File: src/rtl/fbf_pkg.sv
package fbf_pkg;
  localparam int ADDR_W = 32;
  localparam int DATA_W = 32;

  typedef enum logic [1:0] {ST_IDLE, ST_START, ST_REQ, ST_DATA} fetch_st_e;

  // words in a full burst for an exponent code, clamped to the largest code
  function automatic logic [ADDR_W-1:0] burst_words(input int code, input int max_code);
    int c;
    c = (code > max_code) ? max_code : code;
    return ADDR_W'(1) << c;
  endfunction

  // words from addr up to and including the word holding ceil
  function automatic logic [ADDR_W-1:0] words_to_ceiling(input logic [ADDR_W-1:0] addr,
                                                        input logic [ADDR_W-1:0] ceil);
    return ((ceil - addr) >> 2) + ADDR_W'(1);
  endfunction
endpackage

File: src/rtl/fbf_len_calc.sv
module fbf_len_calc
  import fbf_pkg::*;
#(
  parameter int MAX_CODE = 4,
  parameter int CODE_W   = 3,
  parameter int LEN_W    = MAX_CODE + 1
) (
  input  logic [CODE_W-1:0] code,
  input  logic [ADDR_W-1:0] addr,
  input  logic [ADDR_W-1:0] ceil,
  output logic [LEN_W-1:0]  len,
  output logic              last
);
  logic [ADDR_W-1:0] full_w;
  logic [ADDR_W-1:0] left_w;

  always_comb begin
    full_w = burst_words(int'(code), MAX_CODE);
    left_w = words_to_ceiling(addr, ceil);
    if (left_w <= full_w) begin
      len  = left_w[LEN_W-1:0];
      last = 1'b1;
    end else begin
      len  = full_w[LEN_W-1:0];
      last = 1'b0;
    end
  end
endmodule

File: src/rtl/fbf_uflow_det.sv
module fbf_uflow_det (
  input  logic clk,
  input  logic rst_n,
  input  logic pix_need,
  input  logic fifo_empty,
  output logic uflow
);
  always_ff @(posedge clk) begin
    if (!rst_n) uflow <= 1'b0;
    else        uflow <= pix_need & fifo_empty;
  end

  p_uflow_follows_r11: assert property (@(posedge clk) disable iff (!rst_n)
    (pix_need && fifo_empty) |=> uflow);
endmodule

File: src/rtl/fbf_fetch_seq.sv
module fbf_fetch_seq
  import fbf_pkg::*;
#(
  parameter int MAX_CODE = 4,
  parameter int CODE_W   = 3,
  parameter int FREE_W   = 6,
  parameter int LEN_W    = MAX_CODE + 1
) (
  input  logic              clk,
  input  logic              rst_n,
  input  logic              enable,
  input  logic              dual_mode,
  input  logic [CODE_W-1:0] burst_code,
  input  logic [31:0]       fb0_base,
  input  logic [31:0]       fb0_ceil,
  input  logic [31:0]       fb1_base,
  input  logic [31:0]       fb1_ceil,
  input  logic [FREE_W-1:0] fifo_free,
  output logic              fifo_push,
  output logic [31:0]       fifo_data,
  output logic              rd_req,
  output logic [31:0]       rd_addr,
  output logic [LEN_W-1:0]  rd_len,
  input  logic              rd_gnt,
  input  logic              rd_valid,
  input  logic [31:0]       rd_data,
  input  logic              pix_need,
  input  logic              fifo_empty,
  output logic              eof0,
  output logic              eof1,
  output logic              uflow
);
  localparam int NBUF = 2;

  fetch_st_e         st_q;
  logic              cur_buf_q;
  logic [ADDR_W-1:0] addr_q, ceil_q;
  logic [LEN_W-1:0]  beats_q;
  logic              last_q;
  logic [NBUF-1:0]   eof_q;

  // named internal events
  logic [LEN_W-1:0] calc_len;
  logic             calc_last;
  logic             room_ok;
  logic             beat_acc;
  logic             burst_end;

  fbf_len_calc #(.MAX_CODE(MAX_CODE), .CODE_W(CODE_W), .LEN_W(LEN_W)) u_len (
    .code (burst_code),
    .addr (addr_q),
    .ceil (ceil_q),
    .len  (calc_len),
    .last (calc_last)
  );

  fbf_uflow_det u_uflow (
    .clk        (clk),
    .rst_n      (rst_n),
    .pix_need   (pix_need),
    .fifo_empty (fifo_empty),
    .uflow      (uflow)
  );

  assign room_ok   = 32'(fifo_free) >= 32'(calc_len);
  assign rd_req    = enable && (st_q == ST_REQ) && room_ok;
  assign rd_addr   = addr_q;
  assign rd_len    = calc_len;
  assign beat_acc  = enable && (st_q == ST_DATA) && rd_valid;
  assign burst_end = beat_acc && (beats_q == LEN_W'(1));
  assign fifo_push = beat_acc;
  assign fifo_data = rd_data;
  assign eof0      = eof_q[0];
  assign eof1      = eof_q[1];

  always_ff @(posedge clk) begin
    if (!rst_n) begin
      st_q      <= ST_IDLE;
      cur_buf_q <= 1'b0;
      addr_q    <= '0;
      ceil_q    <= '0;
      beats_q   <= '0;
      last_q    <= 1'b0;
      eof_q     <= '0;
    end else begin
      eof_q <= '0;
      if (!enable) begin
        st_q      <= ST_IDLE;
        cur_buf_q <= 1'b0;
      end else begin
        case (st_q)
          ST_IDLE: st_q <= ST_START;
          ST_START: begin
            addr_q <= cur_buf_q ? fb1_base : fb0_base;
            ceil_q <= cur_buf_q ? fb1_ceil : fb0_ceil;
            st_q   <= ST_REQ;
          end
          ST_REQ: begin
            if (rd_req && rd_gnt) begin
              beats_q <= calc_len;
              last_q  <= calc_last;
              addr_q  <= addr_q + (ADDR_W'(calc_len) << 2);
              st_q    <= ST_DATA;
            end
          end
          default: begin
            if (beat_acc) beats_q <= beats_q - LEN_W'(1);
            if (burst_end) begin
              if (last_q) begin
                eof_q[cur_buf_q] <= 1'b1;
                cur_buf_q        <= dual_mode & ~cur_buf_q;
                st_q             <= ST_START;
              end else begin
                st_q <= ST_REQ;
              end
            end
          end
        endcase
      end
    end
  end

  p_req_fits_r5: assert property (@(posedge clk) disable iff (!rst_n)
    rd_req |-> (32'(fifo_free) >= 32'(rd_len)));

  p_len_range_r2: assert property (@(posedge clk) disable iff (!rst_n)
    rd_req |-> (rd_len != '0) && (32'(rd_len) <= (32'(1) << MAX_CODE)));

  p_within_ceil_r4: assert property (@(posedge clk) disable iff (!rst_n)
    rd_req |-> ({1'b0, rd_addr} + {1'b0, 32'(rd_len) << 2} - 33'd1) <= {1'b0, ceil_q});

  p_eof_exclusive_r7: assert property (@(posedge clk) disable iff (!rst_n)
    $onehot0({eof0, eof1}));

  p_quiet_after_off_r10: assert property (@(posedge clk) disable iff (!rst_n)
    !enable |=> (!rd_req && !fifo_push));
endmodule

File: config.mk
export PLATFORM = sky130hd
export DESIGN_NAME = fbf_fetch_seq
export DESIGN_NICKNAME = d
export VERILOG_FILES = /design/src/rtl/fbf_pkg.sv /design/src/rtl/fbf_len_calc.sv /design/src/rtl/fbf_uflow_det.sv /design/src/rtl/fbf_fetch_seq.sv
export SDC_FILE = /design/constraint.sdc
export NUM_CORES = 1
export LEC_CHECK = 0
export ABC_CLOCK_PERIOD_IN_PS = 15000
export CAP_MARGIN = 40
export CELL_PAD_IN_SITES_DETAIL_PLACEMENT = 1
export CELL_PAD_IN_SITES_GLOBAL_PLACEMENT = 1
export CORE_MARGIN = 4
export CORE_UTILIZATION = 50
export CTS_CLUSTER_SIZE = 40
export DETAILED_ROUTE_END_ITERATION = 16
export DONT_BUFFER_PORTS = 1
export GPL_TIMING_DRIVEN = 0
export PLACE_DENSITY_LB_ADDON = 0.1
export SYNTH_ARGS = -nofsm -noshare
export SYNTH_HDL_FRONTEND = slang
export SYNTH_HIERARCHICAL = 1
export SYNTH_SLANG_ARGS = --single-unit
File: constraint.sdc
create_clock -name clk -period 15 [get_ports clk]
set_clock_uncertainty 0.05 [all_clocks]
set_input_delay 3 -clock clk [delete_from_list [all_inputs] [get_ports clk]]
set_output_delay 3 -clock clk [all_outputs]
set_load 0.005 [all_outputs]
==> results of run 1 <==
==> stage by stage <==
step                util, %  power (µW)  area, µm²
floorplan                 -        1730       8100
global placement       52.7        2100       8370
detailed placement     52.7        2140       8370
finish                 54.5        2380       8660
CTS                    54.5        2370       8660
global route           54.5        2590       8660
==> final cells by class <==
cell class                      count  area, µm²
Fill cell                        2043       7220
Multi-Input combinational cell    815       5840
Sequential cell                    76       1520
Buffer                             86        487
Tap cell                          216        270
Inverter                           67        251
Clock buffer                       10        229
Clock inverter                      6       65.1
==> Yosys cell counts, types with 14 or more instances <==
cell type	instances	share of area [%]
sky130_fd_sc_hd__a211oi_1	51	4.7
sky130_fd_sc_hd__a21o_1	17	1.6
sky130_fd_sc_hd__a21oi_1	75	4.6
sky130_fd_sc_hd__and3_1	16	1.2
sky130_fd_sc_hd__buf_2	14	0.87
sky130_fd_sc_hd__buf_4	39	3.6
sky130_fd_sc_hd__clkbuf_1	25	1.2
sky130_fd_sc_hd__dfxtp_1	76	19
sky130_fd_sc_hd__ha_1	57	8.8
sky130_fd_sc_hd__inv_1	66	3.1
sky130_fd_sc_hd__mux2i_1	63	7.8
sky130_fd_sc_hd__nand2_1	73	3.4
sky130_fd_sc_hd__nand3_1	25	1.5
sky130_fd_sc_hd__nand4_1	15	1.2
sky130_fd_sc_hd__nor2_1	86	4.0
sky130_fd_sc_hd__nor3_1	16	0.99
sky130_fd_sc_hd__o21ai_0	40	2.5
sky130_fd_sc_hd__xnor2_1	17	1.8
sky130_fd_sc_hd__xor2_1	14	1.5
==> per-layer routing <==
| layer | GRT usage [%] | wire (µm) | vias up | share of wire (%) |
|---|---|---|---|---|
| met5 | 0 | 0 | - | 0 |
| met4 | 10.0 | 702 | 0 | 2.5 |
| met3 | 3.16 | 1320 | 46 | 4.7 |
| met2 | 51.7 | 13600 | 244 | 48 |
| met1 | 38.6 | 12500 | 3891 | 44 |
| li1 | - | - | 3838 | - |
==> cells in the final DEF (no fill, tap or decap), types with 10 or more instances in the layout <==
| master | instances |
|---|---|
| sky130_fd_sc_hd__inv_1 | 66 |
| sky130_fd_sc_hd__nor3_1 | 16 |
| sky130_fd_sc_hd__a211oi_1 | 51 |
| sky130_fd_sc_hd__and2_1 | 12 |
| sky130_fd_sc_hd__xnor2_1 | 17 |
| sky130_fd_sc_hd__and3_1 | 16 |
| sky130_fd_sc_hd__buf_2 | 14 |
| sky130_fd_sc_hd__o211ai_1 | 13 |
| sky130_fd_sc_hd__ha_1 | 57 |
| sky130_fd_sc_hd__a21oi_1 | 75 |
| sky130_fd_sc_hd__nand2_1 | 73 |
| sky130_fd_sc_hd__nand3_1 | 25 |
| sky130_fd_sc_hd__mux2i_1 | 63 |
| sky130_fd_sc_hd__nand4_1 | 15 |
| sky130_fd_sc_hd__xor2_1 | 14 |
| sky130_fd_sc_hd__clkbuf_1 | 26 |
| sky130_fd_sc_hd__a21o_1 | 17 |
| sky130_fd_sc_hd__o21ai_1 | 10 |
| sky130_fd_sc_hd__nor2_1 | 86 |
| sky130_fd_sc_hd__buf_4 | 39 |
| sky130_fd_sc_hd__a31oi_1 | 12 |
| sky130_fd_sc_hd__dfxtp_1 | 76 |
| sky130_fd_sc_hd__o21ai_0 | 40 |
==> worst max-delay path, stage by stage <==
cell	delay, ns
sky130_fd_sc_hd__nor2_1	0.12
sky130_fd_sc_hd__nand2_1	0.10
sky130_fd_sc_hd__ha_1	0.29
sky130_fd_sc_hd__nor2b_1	0.13
sky130_fd_sc_hd__o21ai_0	0.15
sky130_fd_sc_hd__nand2b_1	0.07
sky130_fd_sc_hd__a21oi_1	0.18
sky130_fd_sc_hd__o21ai_0	0.09
sky130_fd_sc_hd__o21ai_0	0.12
sky130_fd_sc_hd__nand4_1	0.19
sky130_fd_sc_hd__nor4_4	0.33
sky130_fd_sc_hd__nand4_4	0.24
sky130_fd_sc_hd__mux2i_1	0.72
sky130_fd_sc_hd__inv_1	0.12
sky130_fd_sc_hd__ha_1	0.32
sky130_fd_sc_hd__a21o_1	0.18
sky130_fd_sc_hd__a211oi_1	0.32
sky130_fd_sc_hd__o21ai_2	0.25
sky130_fd_sc_hd__and3_1	0.30
==> state kept, by name, indices dropped and copies added, names as in the netlist <==
name / cells
ceil_q: 32
beats_q: 5
st_q: 2
last_q: 1
rd_addr: 32
cur_buf_q: 1
eof_q: 2
u_uflow/uflow: 1
==> path summary, 6_finish.rpt <==
check           startpoint         end  cells after the start
max          burst_code[2]      rd_req                     19
min             beats_q[4]  beats_q[4]                      2
max reg2reg     rd_addr[3]  rd_addr[7]                     26
min reg2reg     beats_q[4]  beats_q[4]                      2
==> power groups by stage <==
stage               sequential, µW  clock [µW]  combinational (µW)
global route                   330         229                2030
floorplan                      296           0                1440
CTS                            321         221                1830
global placement               322           0                1770
detailed placement             325           0                1820
finish                         322         221                1840
==> cells by family (layout without fill, tap and decap cells) <==
| group | Yosys count | in the layout | share of synthesized area [%] |
|---|---|---|---|
| other cells | 1 | 3 | 0.0464 |
| compound gates | 327 | 327 | 28.5 |
| flops | 76 | 76 | 18.8 |
| buf+inv | 153 | 169 | 9.12 |
| simple gates | 324 | 324 | 21.8 |
| fa+ha+maj | 58 | 58 | 9.06 |
| xor+xnor | 33 | 33 | 3.90 |
| mux | 70 | 70 | 8.82 |
==> out/qor.txt, run 1 <==
LAYOUT
---------------------------------------------------------------------------------
Count of antenna diodes in the layout ..............................            0
Relative area change from synthesis to final layout ................        7.07%
Cell Count, Final, Fillers Out .....................................         1276
Final nets .........................................................         1290
Share of cells above drive strength 1 ..............................        12.5%

STATUS
---------------------------------------------------------------------------------
Outcome ............................................................ complete, no violations

DETAILED ROUTING
---------------------------------------------------------------------------------
Final routed wirelength across all metal layers ....................     28100 µm
DR vias ............................................................         8019
Post-detailed-route via-to-cell ratio ..............................         6.28
Average detailed-routed wire length per instance ...................      22.0 µm
First-pass detailed-route iteration total ..........................            4
Drt first-iter violations ..........................................          424
Post-detailed-route DRC marker count ...............................            0
DRT antenna net count ..............................................            0

TIMING
---------------------------------------------------------------------------------
Count of endpoints failing setup in the final report ...............            0
Setup repair after global routing missed its margin ................           no
Total negative setup slack .........................................         0 ns
Count of final hold-check violations ...............................            0
Max-slew headroom at the worst pin .................................        41.7%
Tcrit/Tclk final ...................................................        68.6%
Minimum clock period after layout ..................................     10.29 ns
Transition time of the tightest slew-check pin .....................     0.851 ns
Highest attainable clock frequency .................................     97.2 MHz
Post-route worst setup slack .......................................      4.71 ns
Worst hold slack ...................................................     0.449 ns
Number of max-slew violations in the final report ..................            0

CLOCKING
---------------------------------------------------------------------------------
H-Tree Level Count .................................................            3
TritonCTS buffer count .............................................            9
TritonCTS clock tree ...............................................         done
Deepest clock path buffer count ....................................            2
Clock latency reported for the late side of the worst-skew pair ....      0.35 ns
Cell at the root of the clock tree ................................. sky130_fd_sc_hd__clkbuf_16
Num Clock Sinks ....................................................           76
Post-CTS setup repair buffer count .................................            0
Number of gates resized after CTS ..................................            0
Hold buffers post-CTS ..............................................            0
Worst-path clk slew ................................................      0.06 ns

POWER AND IR DROP
---------------------------------------------------------------------------------
Share of power burned in registers .................................        13.5%
Max VDD drop .......................................................   0.000112 V
Internal power component ...........................................      1110 µW
Share of total power consumed by net switching .....................        53.6%
Lkg Pwr ............................................................   0.00340 µW
Logic gate share of total power ....................................        77.2%
Switching power ....................................................      1280 µW
Clock Power Share ..................................................         9.3%
Power per standard cell area .......................................   275 nW/µm²

SYNTH
---------------------------------------------------------------------------------
Count of state elements after synthesis ............................           76
Number of standard cells after synthesis ...........................         1042
Number of enable flip-flop cells after synthesis ...................            0
Predominant post-synthesis flop cell ............................... sky130_fd_sc_hd__dfxtp_1
Combined area of all synthesized cells .............................     8090 µm²
Yosys warns ........................................................            6
Fraction of synthesis flops using an asynchronous set or reset pin .           0%
Mapped Avg Cell Area ...............................................     7.76 µm²
Share of the yosys chip area belonging to registers ................        18.8%
Number of distinct library cells after synthesis ...................          101

PLACEMENT
---------------------------------------------------------------------------------
Number of I/O port buffers .........................................            0
GP Congestion ......................................................        0.922
Cell Count Post-Placement ..........................................         1260
Dpl ws .............................................................      4.74 ns
HPWL reported at the end of detailed placement .....................     22700 µm

GLOBAL ROUTE
---------------------------------------------------------------------------------
Number of antenna violations at the first check in global routing ..            0
Pin count of the biggest net entering global routing ...............           14
Sum of overflow across all layers after global routing .............            0
Total track usage ..................................................        29.8%
Wire length of the first global-routing pass .......................     43700 µm
Via count of the first global-routing pass .........................         8227

FLOORPLANNING
---------------------------------------------------------------------------------
FP Rows ............................................................           46
Area of the placeable core .........................................    15900 µm²
Overall die area ...................................................    18300 µm²
Initial core utilization ...........................................        50.9%
Overall die width ..................................................       135 µm
Vertical die dimension .............................................       135 µm
I/O pin count ......................................................          251

CRITICAL PATH
---------------------------------------------------------------------------------
Slack of the worst reg-to-reg path .................................      7.70 ns
Critical path class ................................................    in -> out
Worst endpoint required time .......................................     11.95 ns
Highest net fanout along the worst path ............................            9
Endpoint arrival time on the critical path .........................      7.24 ns
Critical Path Source Type ..........................................   input port
Critical Path End Type .............................................  output port

FLOW RUN
---------------------------------------------------------------------------------
Total of max-cap violations ........................................            0

HOLD PATH
---------------------------------------------------------------------------------
Path class of the lowest-slack min-delay path ......................   reg -> reg

No activity file was read; power rests on OpenSTA's default activity.
==> inputs of run 2 (changes only) <==
--- a/config.mk
+++ b/config.mk
@@ -5,12 +5,12 @@
 export SDC_FILE = /design/constraint.sdc
 export NUM_CORES = 1
 export LEC_CHECK = 0
-export ABC_CLOCK_PERIOD_IN_PS = 15000
+export ABC_CLOCK_PERIOD_IN_PS = 9400
 export CAP_MARGIN = 40
 export CELL_PAD_IN_SITES_DETAIL_PLACEMENT = 1
 export CELL_PAD_IN_SITES_GLOBAL_PLACEMENT = 1
 export CORE_MARGIN = 4
-export CORE_UTILIZATION = 50
+export CORE_UTILIZATION = 43
 export CTS_CLUSTER_SIZE = 40
 export DETAILED_ROUTE_END_ITERATION = 16
 export DONT_BUFFER_PORTS = 1
==> constraint.sdc (replaced) <==
create_clock -name clk -period 9.4 [get_ports clk]
set_clock_uncertainty 0.05 [all_clocks]
set_input_delay 1.88 -clock clk [delete_from_list [all_inputs] [get_ports clk]]
set_output_delay 1.88 -clock clk [all_outputs]
set_load 0.005 [all_outputs]
==> out/qor.txt, run 2 (synthesis gave the netlist of run 1 again) <==
STATUS
--------------------------------------------------------------------------------
Outcome ........................................................... complete, no violations

CLOCKING
--------------------------------------------------------------------------------
Number of gates resized after CTS .................................            0   unchanged
Hold buffers post-CTS .............................................            0   unchanged
Post-CTS setup repair buffer count ................................            0   unchanged
Deepest clock path buffer count ...................................            2   unchanged
Clock latency reported for the late side of the worst-skew pair ...      0.34 ns   about the same
TritonCTS clock tree ..............................................         done
H-Tree Level Count ................................................            3   unchanged
Cell at the root of the clock tree ................................ sky130_fd_sc_hd__clkbuf_16
Worst-path clk slew ...............................................      0.06 ns   about the same
Num Clock Sinks ...................................................           76   unchanged
TritonCTS buffer count ............................................            9   unchanged

FLOW RUN
--------------------------------------------------------------------------------
Total of max-cap violations .......................................            0   unchanged

GLOBAL ROUTE
--------------------------------------------------------------------------------
Via count of the first global-routing pass ........................         8037   -2.3%
Met1 usage in global routing ......................................        33.4%   -5.2 points
Pin count of the biggest net entering global routing ..............           14   unchanged
Met2 GRT Util .....................................................        44.2%   -7.5 points
Sum of overflow across all layers after global routing ............            0   unchanged
Met3 Resource Use GR ..............................................        4.12%   +0.96 points
Wire length of the first global-routing pass ......................     44100 µm   +1.1%
Highest-utilization routing layer at the global route stage .......         met2
Number of antenna violations at the first check in global routing .            0   unchanged
Total track usage .................................................        25.5%   -4.3 points

HOLD PATH
--------------------------------------------------------------------------------
Path class of the lowest-slack min-delay path .....................   reg -> reg
Startpoint of the most critical hold path .........................   beats_q[4]
Hold Path End .....................................................   beats_q[4]
Min-Delay Path Depth ..............................................            2   unchanged

PLACEMENT
--------------------------------------------------------------------------------
HPWL reported at the end of detailed placement ....................     23000 µm   +1.4%
Cell Count Post-Placement .........................................         1274   +1.1%
Number of I/O port buffers ........................................            0   unchanged
GP Congestion .....................................................        0.920   -0.27%

FLOORPLANNING
--------------------------------------------------------------------------------
Vertical die dimension ............................................       145 µm   +7.4%
Initial core utilization ..........................................        44.4%   -6.5 points
I/O pin count .....................................................          251   unchanged
Area of the placeable core ........................................    18200 µm²   +15%
FP Rows ...........................................................           49   +6.5%
Overall die area ..................................................    21100 µm²   +15%
Overall die width .................................................       145 µm   +7.4%

TIMING
--------------------------------------------------------------------------------
Tcrit/Tclk final ..................................................        91.3%
Total negative setup slack ........................................         0 ns   unchanged
Highest attainable clock frequency ................................      117 MHz
Transition time of the tightest slew-check pin ....................     0.887 ns   +0.0360 ns
Setup repair after global routing missed its margin ...............           no
Number of max-slew violations in the final report .................            0   unchanged
Max-slew headroom at the worst pin ................................        39.2%   -2.5 points
Count of final hold-check violations ..............................            0   unchanged
Minimum clock period after layout .................................      8.58 ns
Count of endpoints failing setup in the final report ..............            0   unchanged

POWER AND IR DROP
--------------------------------------------------------------------------------
Max VDD drop ......................................................   0.000154 V   +37%
Share of power burned in registers ................................        13.4%   about the same
Power per standard cell area ......................................   439 nW/µm²   +60%
Internal power component ..........................................      1810 µW   +63%
Logic gate share of total power ...................................        76.5%   -0.7 points
Lkg Pwr ...........................................................   0.00342 µW   +0.76%
Share of total power consumed by net switching ....................        52.9%   -0.70 points
Switching power ...................................................      2030 µW   +59%
Clock Power Share .................................................        10.1%   +0.8 points

LAYOUT
--------------------------------------------------------------------------------
Multi-input combinational cell area ...............................     5840 µm²   unchanged
Commonest cells after routing, fill and taps aside ................ sky130_fd_sc_hd__nor2_1, sky130_fd_sc_hd__dfxtp_1, sky130_fd_sc_hd__a21oi_1
Filler Cells Inserted .............................................         2254   +10%
Cell Count, Final, Fillers Out ....................................         1290   +1.1%
Most common cell after layout, fill and taps aside ................ sky130_fd_sc_hd__nor2_1
Relative area change from synthesis to final layout ...............        7.90%
Share of cells above drive strength 1 .............................        12.6%   +0.18 points
Final nets ........................................................         1291   +0.078%
Storage cell area .................................................     1520 µm²   unchanged
Count of antenna diodes in the layout .............................            0   unchanged

CRITICAL PATH
--------------------------------------------------------------------------------
Slack of the worst reg-to-reg path ................................      2.14 ns   -5.56 ns
R2R Path Start ....................................................   rd_addr[3]
Critical path class ...............................................   reg -> out
Worst endpoint required time ......................................      7.47 ns   -4.48 ns
Highest net fanout along the worst path ...........................            9   unchanged
Endpoint arrival time on the critical path ........................      6.65 ns   -0.59 ns
Critical Path Source Type .........................................    flip-flop
Number of cells on the worst reg-to-reg path ......................           26   unchanged
Critical Path End Type ............................................  output port
Reg-to-Reg End ....................................................  rd_addr[23]

DETAILED ROUTING
--------------------------------------------------------------------------------
DR vias ...........................................................         7870   -1.9%
DRT antenna net count .............................................            0   unchanged
Drt first-iter violations .........................................          455   +7.3%
Post-detailed-route DRC marker count ..............................            0   unchanged
Final routed wirelength across all metal layers ...................     28000 µm   -0.40%
Post-detailed-route via-to-cell ratio .............................         6.10   -2.9%
First-pass detailed-route iteration total .........................            5   +1
Average detailed-routed wire length per instance ..................      21.7 µm   -1.5%

## run 2: cell types whose count changed in the layout (fill, tap and decap cells not counted)
cell,delta
sky130_fd_sc_hd__bufinv_16,+1
sky130_fd_sc_hd__clkbuf_1,-1
sky130_fd_sc_hd__clkinv_4,-2
sky130_fd_sc_hd__clkbuf_8,+2
sky130_fd_sc_hd__clkinv_2,-1
sky130_fd_sc_hd__buf_6,+1
sky130_fd_sc_hd__inv_6,+1
## run 2: metrics by stage
stage               total power [µW]  utilization [%]  hold slack [ns]  instance area, µm²  worst slack (ns)
floorplan                       2770                -            0.401                8100              2.39
global placement                3370             46.0            0.414                8380              1.20
detailed placement              3440             46.1            0.425                8400              1.07
CTS                             3840             47.9            0.433                8730             0.720
global route                    4200             47.9            0.459                8730             0.255
finish                          3830             47.9            0.434                8730             0.819
## run 2: final cells by class
class | instances | share of cell area (%)
timing repair buffer | 1 | 0.129
buffer | 86 | 5.58
tap | 229 | 3.28
clock buffer | 11 | 2.90
inverter | 67 | 2.88
sequential | 76 | 17.4
clock inverter | 5 | 0.932
multi-input combinational | 815 | 66.9
## run 2: power groups by stage
stage	clock network (µW)	logic [µW]	registers [µW]
after floorplan	0	2290	473
after global placement	0	2860	515
after detailed placement	0	2920	519
after CTS	393	2930	512
after global routing	409	3270	525
final	387	2930	513
## run 2: layer usage
layer | routed length, µm | part of all wire [%]
met5 | 0 | 0
met4 | 465 | 1.7
met3 | 1370 | 4.9
met2 | 13600 | 49
met1 | 12600 | 45
## run 2: worst max-delay path: stages, from the launching register on
cell                        delay, ns
sky130_fd_sc_hd__dfxtp_1         0.47
sky130_fd_sc_hd__inv_1           0.11
sky130_fd_sc_hd__ha_1            0.30
sky130_fd_sc_hd__buf_4           0.18
sky130_fd_sc_hd__a211oi_1        0.20
sky130_fd_sc_hd__nor2_1          0.12
sky130_fd_sc_hd__a31oi_4         0.34
sky130_fd_sc_hd__o2111ai_1       0.25
sky130_fd_sc_hd__nor4_2          0.48
sky130_fd_sc_hd__xor2_1          0.20
sky130_fd_sc_hd__ha_1            0.26
sky130_fd_sc_hd__a21o_1          0.16
sky130_fd_sc_hd__a21oi_1         0.12
sky130_fd_sc_hd__o21ai_0         0.08
sky130_fd_sc_hd__o21ai_0         0.13
sky130_fd_sc_hd__nand4_1         0.22
sky130_fd_sc_hd__nor4_4          0.33
sky130_fd_sc_hd__nand4_4         0.23
sky130_fd_sc_hd__mux2i_1         0.67
sky130_fd_sc_hd__inv_1           0.13
sky130_fd_sc_hd__ha_1            0.32
sky130_fd_sc_hd__a21o_1          0.18
sky130_fd_sc_hd__a211oi_1        0.27
sky130_fd_sc_hd__o21ai_2         0.24
sky130_fd_sc_hd__and3_1          0.30
## run 2: worst max-delay path by stage
| stage | from | to | slack, ns | cells past startpoint |
|---|---|---|---|---|
| 2_1_floorplan | burst_code[2] | rd_req | 2.39 | 19 |
| 3_3_place_gp | rd_addr[3] | rd_req | 1.20 | 24 |
| 3_5_place_dp | rd_addr[3] | rd_req | 1.07 | 24 |
| 4_1_cts | rd_addr[3] | rd_req | 0.72 | 24 |
| 5_1_grt | rd_addr[3] | rd_req | 0.25 | 24 |
| 6_report | rd_addr[3] | rd_req | 0.82 | 24 |
==> inputs of run 3 (changes only) <==
--- a/config.mk
+++ b/config.mk
@@ -8,9 +8,9 @@
 export ABC_CLOCK_PERIOD_IN_PS = 9400
 export CAP_MARGIN = 40
 export CELL_PAD_IN_SITES_DETAIL_PLACEMENT = 1
-export CELL_PAD_IN_SITES_GLOBAL_PLACEMENT = 1
+export CELL_PAD_IN_SITES_GLOBAL_PLACEMENT = 2
 export CORE_MARGIN = 4
-export CORE_UTILIZATION = 43
+export CORE_UTILIZATION = 30
 export CTS_CLUSTER_SIZE = 40
 export DETAILED_ROUTE_END_ITERATION = 16
 export DONT_BUFFER_PORTS = 1
==> out/qor.txt, run 3 (synthesis gave the netlist of run 1 again) <==
FLOORPLANNING
--------------------------------------------------------------------------------
Initial core utilization ..........................................        30.8%   -14 points
I/O pin count .....................................................          251   unchanged
Overall die area ..................................................    29700 µm²   +41%
Vertical die dimension ............................................       172 µm   +19%
FP Rows ...........................................................           59   +20%
Area of the placeable core ........................................    26300 µm²   +44%
Overall die width .................................................       172 µm   +19%

CLOCKING
--------------------------------------------------------------------------------
Hold buffers post-CTS .............................................            0   unchanged
Number of gates resized after CTS .................................            0   unchanged
H-Tree Level Count ................................................            3   unchanged
Num Clock Sinks ...................................................           76   unchanged
TritonCTS clock tree ..............................................         done
Clock latency reported for the late side of the worst-skew pair ...      0.35 ns   about the same
Post-CTS setup repair buffer count ................................            0   unchanged
Cell at the root of the clock tree ................................ sky130_fd_sc_hd__clkbuf_16
TritonCTS buffer count ............................................            9   unchanged
Deepest clock path buffer count ...................................            2   unchanged
Worst-path clk slew ...............................................      0.06 ns   about the same

TIMING
--------------------------------------------------------------------------------
Minimum clock period after layout .................................      8.71 ns   +0.132 ns
Total negative setup slack ........................................         0 ns   unchanged
Count of endpoints failing setup in the final report ..............            0   unchanged
Number of max-slew violations in the final report .................            0   unchanged
Highest attainable clock frequency ................................      115 MHz   -1.5%
Tcrit/Tclk final ..................................................        92.7%   +1.4 points
Setup repair after global routing missed its margin ...............           no
Transition time of the tightest slew-check pin ....................     0.906 ns   +0.0197 ns
Post-route worst setup slack ......................................     0.687 ns   -0.132 ns
Max-slew headroom at the worst pin ................................        37.8%   -1.4 points
Count of final hold-check violations ..............................            0   unchanged

CRITICAL PATH
--------------------------------------------------------------------------------
Number of cells on the worst reg-to-reg path ......................           26   unchanged
Highest net fanout along the worst path ...........................            9   unchanged
Critical path class ...............................................   reg -> out
R2R Path Start ....................................................   rd_addr[3]
Slack of the worst reg-to-reg path ................................      1.84 ns   -0.30 ns
Critical Path Source Type .........................................    flip-flop
Endpoint arrival time on the critical path ........................      6.78 ns   +0.13 ns
Critical Path End Type ............................................  output port
Reg-to-Reg End ....................................................  rd_addr[23]
Worst endpoint required time ......................................      7.47 ns   about the same

LAYOUT
--------------------------------------------------------------------------------
Share of cells above drive strength 1 .............................        12.6%   unchanged
Relative area change from synthesis to final layout ...............        9.26%
Final nets ........................................................         1292   +0.077%
Count of antenna diodes in the layout .............................            0   unchanged
Most common cell after layout, fill and taps aside ................ sky130_fd_sc_hd__nor2_1
Commonest cells after routing, fill and taps aside ................ sky130_fd_sc_hd__nor2_1, sky130_fd_sc_hd__dfxtp_1, sky130_fd_sc_hd__a21oi_1

PLACEMENT
--------------------------------------------------------------------------------
Number of I/O port buffers ........................................            0   unchanged
HPWL reported at the end of detailed placement ....................     26100 µm   +13%
Dpl ws ............................................................      1.08 ns   +0.00438 ns
GP Congestion .....................................................        0.807   -12%

DETAILED ROUTING
--------------------------------------------------------------------------------
DR vias ...........................................................         7774   -1.2%
Final routed wirelength across all metal layers ...................     31500 µm   +12%
Average detailed-routed wire length per instance ..................      22.5 µm   +3.8%
Post-detailed-route via-to-cell ratio .............................         5.57   -8.7%
DRT antenna net count .............................................            0   unchanged
First-pass detailed-route iteration total .........................            5   unchanged
Drt first-iter violations .........................................          442   -2.9%
Post-detailed-route DRC marker count ..............................            0   unchanged

HOLD PATH
--------------------------------------------------------------------------------
Min-Delay Path Depth ..............................................            2   unchanged
Hold Path End .....................................................   beats_q[4]
Path class of the lowest-slack min-delay path .....................   reg -> reg
Startpoint of the most critical hold path .........................   beats_q[4]

GLOBAL ROUTE
--------------------------------------------------------------------------------
Via count of the first global-routing pass ........................         8008   -0.36%
Sum of overflow across all layers after global routing ............            0   unchanged
Total track usage .................................................        20.6%   -4.9 points
Pin count of the biggest net entering global routing ..............           14   unchanged
Number of antenna violations at the first check in global routing .            0   unchanged
Wire length of the first global-routing pass ......................     47600 µm   +7.8%

STATUS
--------------------------------------------------------------------------------
Outcome ........................................................... complete, no violations

POWER AND IR DROP
--------------------------------------------------------------------------------
Max VDD drop ......................................................   0.000116 V   -25%
Lkg Pwr ...........................................................   0.00340 µW   -0.54%
Power per standard cell area ......................................   438 nW/µm²   -0.29%

FLOW RUN
--------------------------------------------------------------------------------
Total of max-cap violations .......................................            0   unchanged

==> run 3: changes by cell type in the layout (fill, tap and decap cells not counted), sizes merged <==
cell | before | now
bufinv | 2 | 1
buf | 62 | 63
clkinv | 1 | 0
clkinvlp | 1 | 3
clkbuf | 36 | 35
==> run 3: stage by stage <==
stage | area (µm²) | hold WS (ns) | instances | util, % | power [µW]
floorplan | 8100 | 0.401 | 1044 | - | 2770
global placement | 8520 | 0.418 | 1379 | 32.4 | 3490
detailed placement | 8540 | 0.426 | 1381 | 32.5 | 3520
CTS | 8840 | 0.436 | 1396 | 33.6 | 3900
global route | 8840 | 0.470 | 1396 | 33.6 | 4270
finish | 8840 | 0.436 | 1396 | 33.6 | 3870
==> run 3: critical path, cell delays in order (launching register included) <==
cell                        delay [ns]
sky130_fd_sc_hd__dfxtp_1          0.47
sky130_fd_sc_hd__inv_1            0.12
sky130_fd_sc_hd__ha_1             0.31
sky130_fd_sc_hd__buf_4            0.18
sky130_fd_sc_hd__a211oi_1         0.21
sky130_fd_sc_hd__nor2_1           0.12
sky130_fd_sc_hd__a31oi_4          0.34
sky130_fd_sc_hd__o2111ai_1        0.23
sky130_fd_sc_hd__nor4_2           0.51
sky130_fd_sc_hd__xor2_1           0.20
sky130_fd_sc_hd__ha_1             0.26
sky130_fd_sc_hd__a21o_1           0.16
sky130_fd_sc_hd__a21oi_1          0.13
sky130_fd_sc_hd__o21ai_0          0.09
sky130_fd_sc_hd__o21ai_0          0.15
sky130_fd_sc_hd__nand4_1          0.22
sky130_fd_sc_hd__nor4_4           0.33
sky130_fd_sc_hd__nand4_4          0.23
sky130_fd_sc_hd__mux2i_1          0.76
sky130_fd_sc_hd__inv_1            0.16
sky130_fd_sc_hd__ha_1             0.32
sky130_fd_sc_hd__a21oi_1          0.07
sky130_fd_sc_hd__o21ai_2          0.52
sky130_fd_sc_hd__and3_1           0.32
==> run 3: report_power, final <==
group / switching (µW) / total, µW / leakage [µW] / internal (µW)
clock network: 152 / 364 / 0.000137 / 213
logic: 1830 / 2990 / 0.00265 / 1160
registers: 119 / 518 / 0.000618 / 399
total: 2100 / 3870 / 0.00340 / 1770
==> run 3: area by class of cell <==
| class | count | area, µm² |
|---|---|---|
| Sequential cell | 76 | 1520 |
| Fill cell | 3213 | 17400 |
| Tap cell | 335 | 419 |
| Buffer | 86 | 487 |
| Inverter | 67 | 251 |
| Clock buffer | 10 | 239 |
| Clock inverter | 5 | 61.3 |
| Multi-Input combinational cell | 815 | 5840 |
| Timing Repair Buffer | 2 | 22.5 |
==> run 3: metal layers <==
metal | share of wire [%] | GRT usage, % | vias to the layer above
met3 | 3.8 | 3.13 | 13
met4 | 0.84 | 3.38 | 0
li1 | - | - | 3854
met1 | 47 | 28.2 | 3731
met2 | 48 | 34.9 | 176
met5 | 0 | 0 | -
==> run 3: worst max path at each step <==
| stage | from | end | slack [ns] | cells past startpoint |
|---|---|---|---|---|
| global route | rd_addr[3] | rd_req | 0.22 | 23 |
| floorplan | burst_code[2] | rd_req | 2.39 | 19 |
| detailed placement | rd_addr[3] | rd_req | 1.08 | 23 |
| global placement | rd_addr[3] | rd_req | 0.98 | 24 |
| CTS | rd_addr[3] | rd_req | 0.68 | 23 |
| finish | rd_addr[3] | rd_req | 0.69 | 23 |
